**src/rtl/lic_pkg.sv**
```systemverilog
package lic_pkg;
  localparam int OFS_REV       = 'h00;
  localparam int OFS_SYSCFG    = 'h10;
  localparam int OFS_STATUS    = 'h14;
  localparam int OFS_ACTIVE    = 'h40;
  localparam int OFS_CTRL      = 'h48;
  localparam int OFS_THRESH    = 'h68;
  localparam int OFS_BANK_BASE = 'h88;
  localparam int BANK_STRIDE_L2 = 5;
  localparam int DATA_W        = 32;
  localparam int ACT_W         = 7;
  localparam logic [31:0] SPURIOUS_VAL = 32'h0000_0080;

  typedef enum logic [1:0] {
    SUB_MASK_CLR = 2'd0,
    SUB_MASK_SET = 2'd1,
    SUB_PEND_SET = 2'd2,
    SUB_PEND_CLR = 2'd3
  } bank_sub_e;
endpackage

```
**src/rtl/lic_bank.sv**
```systemverilog
module lic_bank #(
  parameter int W = 32
) (
  input  logic         clk,
  input  logic         rst_n,
  input  logic         clr_all,
  input  logic         mclr_we,
  input  logic         mset_we,
  input  logic         pset_we,
  input  logic         pclr_we,
  input  logic [W-1:0] wdata,
  output logic [W-1:0] mask_q,
  output logic [W-1:0] swp_q
);
  logic [W-1:0] mask_d;
  logic [W-1:0] swp_d;

  always_comb begin
    mask_d = mask_q;
    swp_d  = swp_q;
    if (clr_all) begin
      mask_d = '1;
      swp_d  = '0;
    end else begin
      if (mset_we) mask_d = mask_q | wdata;
      if (mclr_we) mask_d = mask_q & ~wdata;
      if (pset_we) swp_d  = swp_q | wdata;
      if (pclr_we) swp_d  = swp_q & ~wdata;
    end
  end

  always_ff @(posedge clk or negedge rst_n) begin
    if (!rst_n) begin
      mask_q <= '1;
      swp_q  <= '0;
    end else begin
      mask_q <= mask_d;
      swp_q  <= swp_d;
    end
  end
endmodule

```
**src/rtl/lic_prio_arb.sv**
```systemverilog
module lic_prio_arb #(
  parameter int N  = 128,
  parameter int IW = 7
) (
  input  logic [N-1:0]  req,
  output logic          found,
  output logic [IW-1:0] idx
);
  always_comb begin
    found = 1'b0;
    idx   = '0;
    for (int i = N - 1; i >= 0; i--) begin
      if (req[i]) begin
        found = 1'b1;
        idx   = IW'(i);
      end
    end
  end
endmodule

```
**src/rtl/lic_srst_seq.sv**
```systemverilog
module lic_srst_seq #(
  parameter int CYC = 4
) (
  input  logic clk,
  input  logic rst_n,
  input  logic start,
  output logic busy
);
  localparam int CW = (CYC > 1) ? $clog2(CYC + 1) : 1;

  logic [CW-1:0] cnt_q, cnt_d;
  logic          busy_q, busy_d;

  always_comb begin
    cnt_d  = cnt_q;
    busy_d = busy_q;
    if (busy_q) begin
      if (cnt_q == '0) busy_d = 1'b0;
      else             cnt_d  = cnt_q - 1'b1;
    end else if (start) begin
      busy_d = 1'b1;
      cnt_d  = CW'(CYC - 1);
    end
  end

  always_ff @(posedge clk or negedge rst_n) begin
    if (!rst_n) begin
      cnt_q  <= '0;
      busy_q <= 1'b0;
    end else begin
      cnt_q  <= cnt_d;
      busy_q <= busy_d;
    end
  end

  assign busy = busy_q;
endmodule

```
**src/rtl/lvl_irq_ctrl.sv**
```systemverilog
module lvl_irq_ctrl
  import lic_pkg::*;
#(
  parameter int         NUM_SRC     = 128,
  parameter int         ADDR_W      = 12,
  parameter int         SRST_CYCLES = 4,
  parameter logic [3:0] REV_MAJOR   = 4'h1,
  parameter logic [3:0] REV_MINOR   = 4'h0
) (
  input  logic               clk,
  input  logic               rst_n,
  input  logic [NUM_SRC-1:0] src_i,
  input  logic [ADDR_W-1:0]  addr_i,
  input  logic               wr_en_i,
  input  logic [31:0]        wdata_i,
  input  logic               rd_en_i,
  output logic [31:0]        rdata_o,
  output logic               irq_o
);
  localparam int NB = NUM_SRC / DATA_W;
  localparam int IW = (NUM_SRC > 1) ? $clog2(NUM_SRC) : 1;
  localparam int BW = (NB > 1) ? $clog2(NB) : 1;

  // address decode
  logic [ADDR_W-1:0] rel;
  logic              in_bank;
  logic [BW-1:0]     bank_idx;
  bank_sub_e         sub;
  logic              srst_busy;
  logic              wr_ok;

  assign rel      = addr_i - ADDR_W'(OFS_BANK_BASE);
  assign in_bank  = (addr_i >= ADDR_W'(OFS_BANK_BASE))
                  && (rel[ADDR_W-1:BANK_STRIDE_L2] < (ADDR_W-BANK_STRIDE_L2)'(NB))
                  && (rel[4] == 1'b0) && (rel[1:0] == 2'b00);
  assign bank_idx = (NB > 1) ? rel[BANK_STRIDE_L2 +: BW] : '0;
  assign sub      = bank_sub_e'(rel[3:2]);
  assign wr_ok    = wr_en_i && !srst_busy;

  logic hit_ctrl, hit_sys, hit_thr;
  assign hit_ctrl = (addr_i == ADDR_W'(OFS_CTRL));
  assign hit_sys  = (addr_i == ADDR_W'(OFS_SYSCFG));
  assign hit_thr  = (addr_i == ADDR_W'(OFS_THRESH));

  logic eoi_we, srst_start, thr_we;
  assign eoi_we     = wr_ok && hit_ctrl && wdata_i[0];
  assign srst_start = wr_ok && hit_sys && wdata_i[1];
  assign thr_we     = wr_ok && hit_thr;

  // soft reset sequencer
  lic_srst_seq #(.CYC(SRST_CYCLES)) srst_i (
    .clk   (clk),
    .rst_n (rst_n),
    .start (srst_start),
    .busy  (srst_busy)
  );

  // per-bank mask and software-pending state
  logic [NUM_SRC-1:0] mask_flat;
  logic [NUM_SRC-1:0] swp_flat;

  for (genvar b = 0; b < NB; b++) begin : g_bank
    logic sel_b;
    assign sel_b = wr_ok && in_bank && (bank_idx == BW'(b));
    lic_bank #(.W(DATA_W)) bank_i (
      .clk     (clk),
      .rst_n   (rst_n),
      .clr_all (srst_busy),
      .mclr_we (sel_b && (sub == SUB_MASK_CLR)),
      .mset_we (sel_b && (sub == SUB_MASK_SET)),
      .pset_we (sel_b && (sub == SUB_PEND_SET)),
      .pclr_we (sel_b && (sub == SUB_PEND_CLR)),
      .wdata   (wdata_i),
      .mask_q  (mask_flat[b*DATA_W +: DATA_W]),
      .swp_q   (swp_flat[b*DATA_W +: DATA_W])
    );
  end

  // pending vector and arbitration
  logic [NUM_SRC-1:0] pend_vec;
  logic               arb_found;
  logic [IW-1:0]      arb_idx;

  assign pend_vec = (src_i | swp_flat) & ~mask_flat;

  lic_prio_arb #(.N(NUM_SRC), .IW(IW)) arb_i (
    .req   (pend_vec),
    .found (arb_found),
    .idx   (arb_idx)
  );

  // selection lock
  logic          locked_q, locked_d;
  logic [IW-1:0] sel_q, sel_d;

  always_comb begin
    locked_d = locked_q;
    sel_d    = sel_q;
    if (srst_busy) begin
      locked_d = 1'b0;
      sel_d    = '0;
    end else if (eoi_we) begin
      locked_d = 1'b0;
    end else if (!locked_q && arb_found) begin
      locked_d = 1'b1;
      sel_d    = arb_idx;
    end
  end

  always_ff @(posedge clk or negedge rst_n) begin
    if (!rst_n) begin
      locked_q <= 1'b0;
      sel_q    <= '0;
    end else begin
      locked_q <= locked_d;
      sel_q    <= sel_d;
    end
  end

  assign irq_o = locked_q;

  // threshold register
  logic [7:0] thr_q, thr_d;

  always_comb begin
    thr_d = thr_q;
    if (srst_busy)   thr_d = 8'hFF;
    else if (thr_we) thr_d = wdata_i[7:0];
  end

  always_ff @(posedge clk or negedge rst_n) begin
    if (!rst_n) thr_q <= 8'hFF;
    else        thr_q <= thr_d;
  end

  // read path
  logic [DATA_W-1:0] bank_mask_rd, bank_swp_rd;
  logic              sel_live;
  logic [31:0]       rd_d, rdata_q;

  always_comb begin
    bank_mask_rd = '0;
    bank_swp_rd  = '0;
    for (int b = 0; b < NB; b++) begin
      if (bank_idx == BW'(b)) begin
        bank_mask_rd = mask_flat[b*DATA_W +: DATA_W];
        bank_swp_rd  = swp_flat[b*DATA_W +: DATA_W];
      end
    end
  end

  assign sel_live = locked_q && pend_vec[sel_q];

  always_comb begin
    rd_d = '0;
    if (addr_i == ADDR_W'(OFS_REV)) begin
      rd_d = {24'h0, REV_MAJOR, REV_MINOR};
    end else if (addr_i == ADDR_W'(OFS_STATUS)) begin
      rd_d = {31'h0, !srst_busy};
    end else if (addr_i == ADDR_W'(OFS_ACTIVE)) begin
      rd_d = sel_live ? {{(32-ACT_W){1'b0}}, ACT_W'(sel_q)} : SPURIOUS_VAL;
    end else if (hit_thr) begin
      rd_d = {24'h0, thr_q};
    end else if (in_bank) begin
      if ((sub == SUB_MASK_CLR) || (sub == SUB_MASK_SET)) rd_d = bank_mask_rd;
      else                                                rd_d = bank_swp_rd;
    end
  end

  always_ff @(posedge clk or negedge rst_n) begin
    if (!rst_n)       rdata_q <= '0;
    else if (rd_en_i) rdata_q <= rd_d;
    else              rdata_q <= '0;
  end

  assign rdata_o = rdata_q;
endmodule

```
**config.mk**
```make
export PLATFORM = sky130hd
export DESIGN_NAME = lvl_irq_ctrl
export DESIGN_NICKNAME = d
export VERILOG_FILES = /design/src/rtl/lic_pkg.sv /design/src/rtl/lic_bank.sv /design/src/rtl/lic_prio_arb.sv /design/src/rtl/lic_srst_seq.sv /design/src/rtl/lvl_irq_ctrl.sv
export SDC_FILE = /design/constraint.sdc
export NUM_CORES = 1
export LEC_CHECK = 0
export ABC_AREA = 0
export ABC_CLOCK_PERIOD_IN_PS = 3100
export BUFFER_PORTS_ARGS = -buffer_cell sky130_fd_sc_hd__buf_4
export CAP_MARGIN = 10
export CORE_UTILIZATION = 42
export CTS_BUF_LIST = sky130_fd_sc_hd__clkbuf_2
export DETAILED_ROUTE_END_ITERATION = 16
export SLEW_MARGIN = 10
export SYNTH_ARGS = -nofsm -noshare
export SYNTH_HDL_FRONTEND = slang
export SYNTH_SLANG_ARGS = --single-unit
```
**constraint.sdc**
```tcl
create_clock -name clk -period 3.1 [get_ports clk]
set_clock_uncertainty 0.1 [all_clocks]
set_input_delay 0.465 -clock clk [delete_from_list [all_inputs] [get_ports clk]]
set_output_delay 0.465 -clock clk [all_outputs]
set_load 0.05 [all_outputs]
```
==> key figures <==
Timing
  • Shortest period the worst path allows: ~3000 ps
  • Final hold violations: 0
  • Final setup viols: 0
  • Slew margin rel.: between 40% and 50%
  • RSZ-0062 raised after global routing: true
  • FMAX: 0.3273 GHz
  • Max Slew Vio Count: 0
  • Worst Tran Pin Value: between 700 and 800 ps
  • Tcrit/Tclk final: a little over nine tenths
  • Fin Hold WS: slightly above 70 ps

Routing
  • DR vias: about 20k
  • DRT Pass-1 Iters: 6
  • Antenna-violating nets left: 0
  • Routed wire length: 86860 um
  • DR vias/cell: approximately 6.5
  • Initial DRC Count: between 2k and 3k
  • Routed WL per cell: about 28 um
  • # DRC: 0

Setup path
  • CP startpoint kind: flop
  • Worst Path Required: ~4000 ps
  • Crit-path max cell delay: ~430 ps
  • Critical path class: flop to flop
  • Crit Path Max Fanout: 7
  • WP data arrival: slightly below 4000 ps
  • Worst path cell trace: o21bai_1 -> nand4_1 -> nor4_2 -> buf_4 -> nand4_1 -> nor4_2 -> buf_4 -> o31a_1 -> buf_4 -> a21o_1 -> a2bb2oi_1
  • CP Capture Type: flop
  • Critical Path Most Common Cell: buf_4
  • Slowest-stage cell, CP: dfrtp_1

Final layout
  • Filler cell count: about 4k
  • Storage element area: a little under 0.008 mm^2
  • Commonest non-fill, non-tap cell in the layout: buf_4
  • Design area: 0.02513 mm^2
  • # nets final: roughly 2.6k
  • Share of cells above drive strength 1: 37.19%
  • Most frequent cells in the layout: buf_4, a21oi_1, dfrtp_1
  • Layout area overhead: 30.01%
  • Multi-input logic area: 0.01081 mm^2

Die
  • I/O pin count: between 200 and 250
  • Die area: ~0.047 mm^2
  • Die X: between 200 and 250 um
  • Cell Rows: 78
  • Die H: around 220 um
  • Initial Utilization: ~43%
  • Core Area: around 0.045 mm^2

Power and ir drop
  • VDD IR max: approximately 0.28 mV
  • Pleak: about 11 nW
  • Cell area power density: approximately 350 mW/mm^2

Placed design
  • Port Buffer Count: 208
  • Placed cell area: 0.02363 mm^2
  • Final HPWL from detailed placement: between 60000 and 70000 um
  • Placer Congestion: between 1 and 1.5

Synthesis
  • Seq/Total Area, Yosys: approximately two fifths
  • Syn avg cell area: 9.886 um^2
  • Post-synth top area share: approximately 22%
  • FFs w/ async S/R, synth: 100.0%
  • Synthesized area: approximately 0.019 mm^2
  • Synthesized Nets: between 2k and 2.5k
  • Top FF cell, synth: dfrtp_1
  • Cell count after synthesis: 1955
  • Cell taking the most area after synthesis: dfrtp_1
  • Post-synth EDFFs: 0
  • Total number of yosys warnings: 0
  • Largest cells by area after synthesis: dfrtp_1, dfstp_2, mux4_2, a21oi_1, a22o_1
  • Seq cells post-synth: 308
  • Library cells used by synthesis: 70

Global route
  • Vias in the first global route: between 15k and 20k
  • First-pass GRT wire length: between 100000 and 150000 um
  • GR Overflow Total: 0
  • GR Util All Layers: between 30 and 40%
  • Largest net degree at the start of global routing: 79
  • Initial antenna violation count: 3

CTS
  • Reg clk slew, reported paths: about 110 ps
  • Worst-case clock buffer depth: 3
  • CTS tree: yes
  • Clk sinks: approximately 310
  • Clock Latency Late Sink: approximately 1100 ps
  • Root buf cell: clkbuf_2
  • Htree depth: 3
  • Number of buffers created by CTS: 84

Run status
  • Outcome: finished, final reports clean

Worst hold path
  • Worst Hold Class: input pin to asynchronous set/reset pin

Run
  • MaxCap Viol Count: 0
## through the flow
| step | TNS [ps] | power, W | utilization [%] | worst slack, ps | instances |
|---|---|---|---|---|---|
| finish | 0 | 0.008726 | 55.37 | 44.38 | 3080 |
| global placement | -238.6 | 0.005725 | 52.07 | -199.0 | 2856 |
| floorplan | 0 | 0.004906 | - | 10.32 | 1955 |
| detailed placement | -138.5 | 0.005734 | 52.07 | -115.6 | 2856 |
| CTS | 0 | 0.008738 | 55.17 | 101.8 | 3073 |
| global route | -123.7 | 0.009077 | 55.36 | -76.35 | 3079 |
## path summary, 6_finish.rpt
path                                               end                       from  slack [ps]  cells past startpoint
max reg2reg                                   sel_q[1]  g_bank[2].bank_i.swp_q[2]          40                     11
max                                           sel_q[1]  g_bank[2].bank_i.swp_q[2]          40                     11
min                        g_bank[2].bank_i.mask_q[24]                      rst_n          70                      2
max in group asynchronous   g_bank[1].bank_i.mask_q[9]                      rst_n        2300                      3
min reg2reg                                   thr_q[7]                   thr_q[7]         390                      2
min in group clk           g_bank[2].bank_i.mask_q[18]                wdata_i[18]          80                      3
## critical path: cells and delay by family, from the launching register on
kind            cells  cell delay (ps)
compound gates      4              860
buf+inv             3              510
simple gates        4             1080
flops               1              430
## power by group
part / switching (W) / total [W] / leakage [nW] / internal, W
Sequential: 0.0000513 / 0.00412 / 3.83 / 0.00407
Clock: 0.00182 / 0.00296 / 0.596 / 0.00114
Combinational: 0.000977 / 0.00165 / 6.87 / 0.000672
## sequential cells by signal (all words and copies together) (netlist names)
register and flops:
g_bank.bank_i.mask_q 128, g_bank.bank_i.swp_q 128, rdata_o 32, thr_q 8, sel_q 7, srst_i.cnt_q 3
irq_o 1, srst_i.busy 1
## repair_timing
action	CTS	global route
endpoints found under the setup margin	1	11
hold endpoints to repair	512	0
pin swaps	0	2
hold buffers	64	0
gates resized for setup	1	15
buffers inserted	0	2
## kinds of logic after synthesis
family	Yosys count	share of synthesized area (%)
multiplexers	111	11.74
XOR/XNOR	4	0.2590
AND/OR/NAND/NOR	489	13.35
adder cells (fa/ha/maj)	3	0.1942
buffers and inverters	202	4.337
flip-flops	308	40.76
AO/OA/AOI/OAI	838	29.37
## cell type report
type                    instances  area share (%)
clock buffers                 135           2.689
repair buffers                542           19.23
well taps                     600           2.988
inverters                      26          0.3884
clock inverters                18          0.2789
multi-input cells            1445           43.02
diodes                          6         0.05976
flip-flops and latches        308           31.35
## cell usage after synthesis (5+ instances only)
| master | number |
|---|---|
| a21oi_1 | 302 |
| dfrtp_1 | 172 |
| nand2_1 | 150 |
| dfstp_2 | 136 |
| or3_1 | 133 |
| o31ai_1 | 132 |
| o21bai_1 | 130 |
| a22o_1 | 128 |
| clkbuf_1 | 108 |
| mux4_2 | 92 |
| buf_2 | 58 |
| nor2_1 | 45 |
| o21ai_0 | 43 |
| nand3_1 | 39 |
| nand4_1 | 37 |
| inv_1 | 23 |
| nor4_1 | 21 |
| o21ba_2 | 15 |
| mux2i_1 | 14 |
| a211oi_1 | 13 |
| nand2b_1 | 13 |
| a31oi_1 | 12 |
| nor3_1 | 12 |
| buf_1 | 9 |
| nor3_2 | 9 |
| o21ai_1 | 6 |
| and2_1 | 5 |
| mux2_2 | 5 |
| o2111ai_1 | 5 |
| o22ai_1 | 5 |
## routing by layer
metal | wire [um] | global-route usage [%] | up-vias
met2 | 39990 | 57.57 | 1243
li1 | - | - | 8581
met1 | 35220 | 50.28 | 10024
met5 | 5 | 0 | -
met3 | 8245 | 7.888 | 246
met4 | 3406 | 14.34 | 2
Note: power is estimated with default switching activity, not from simulation.
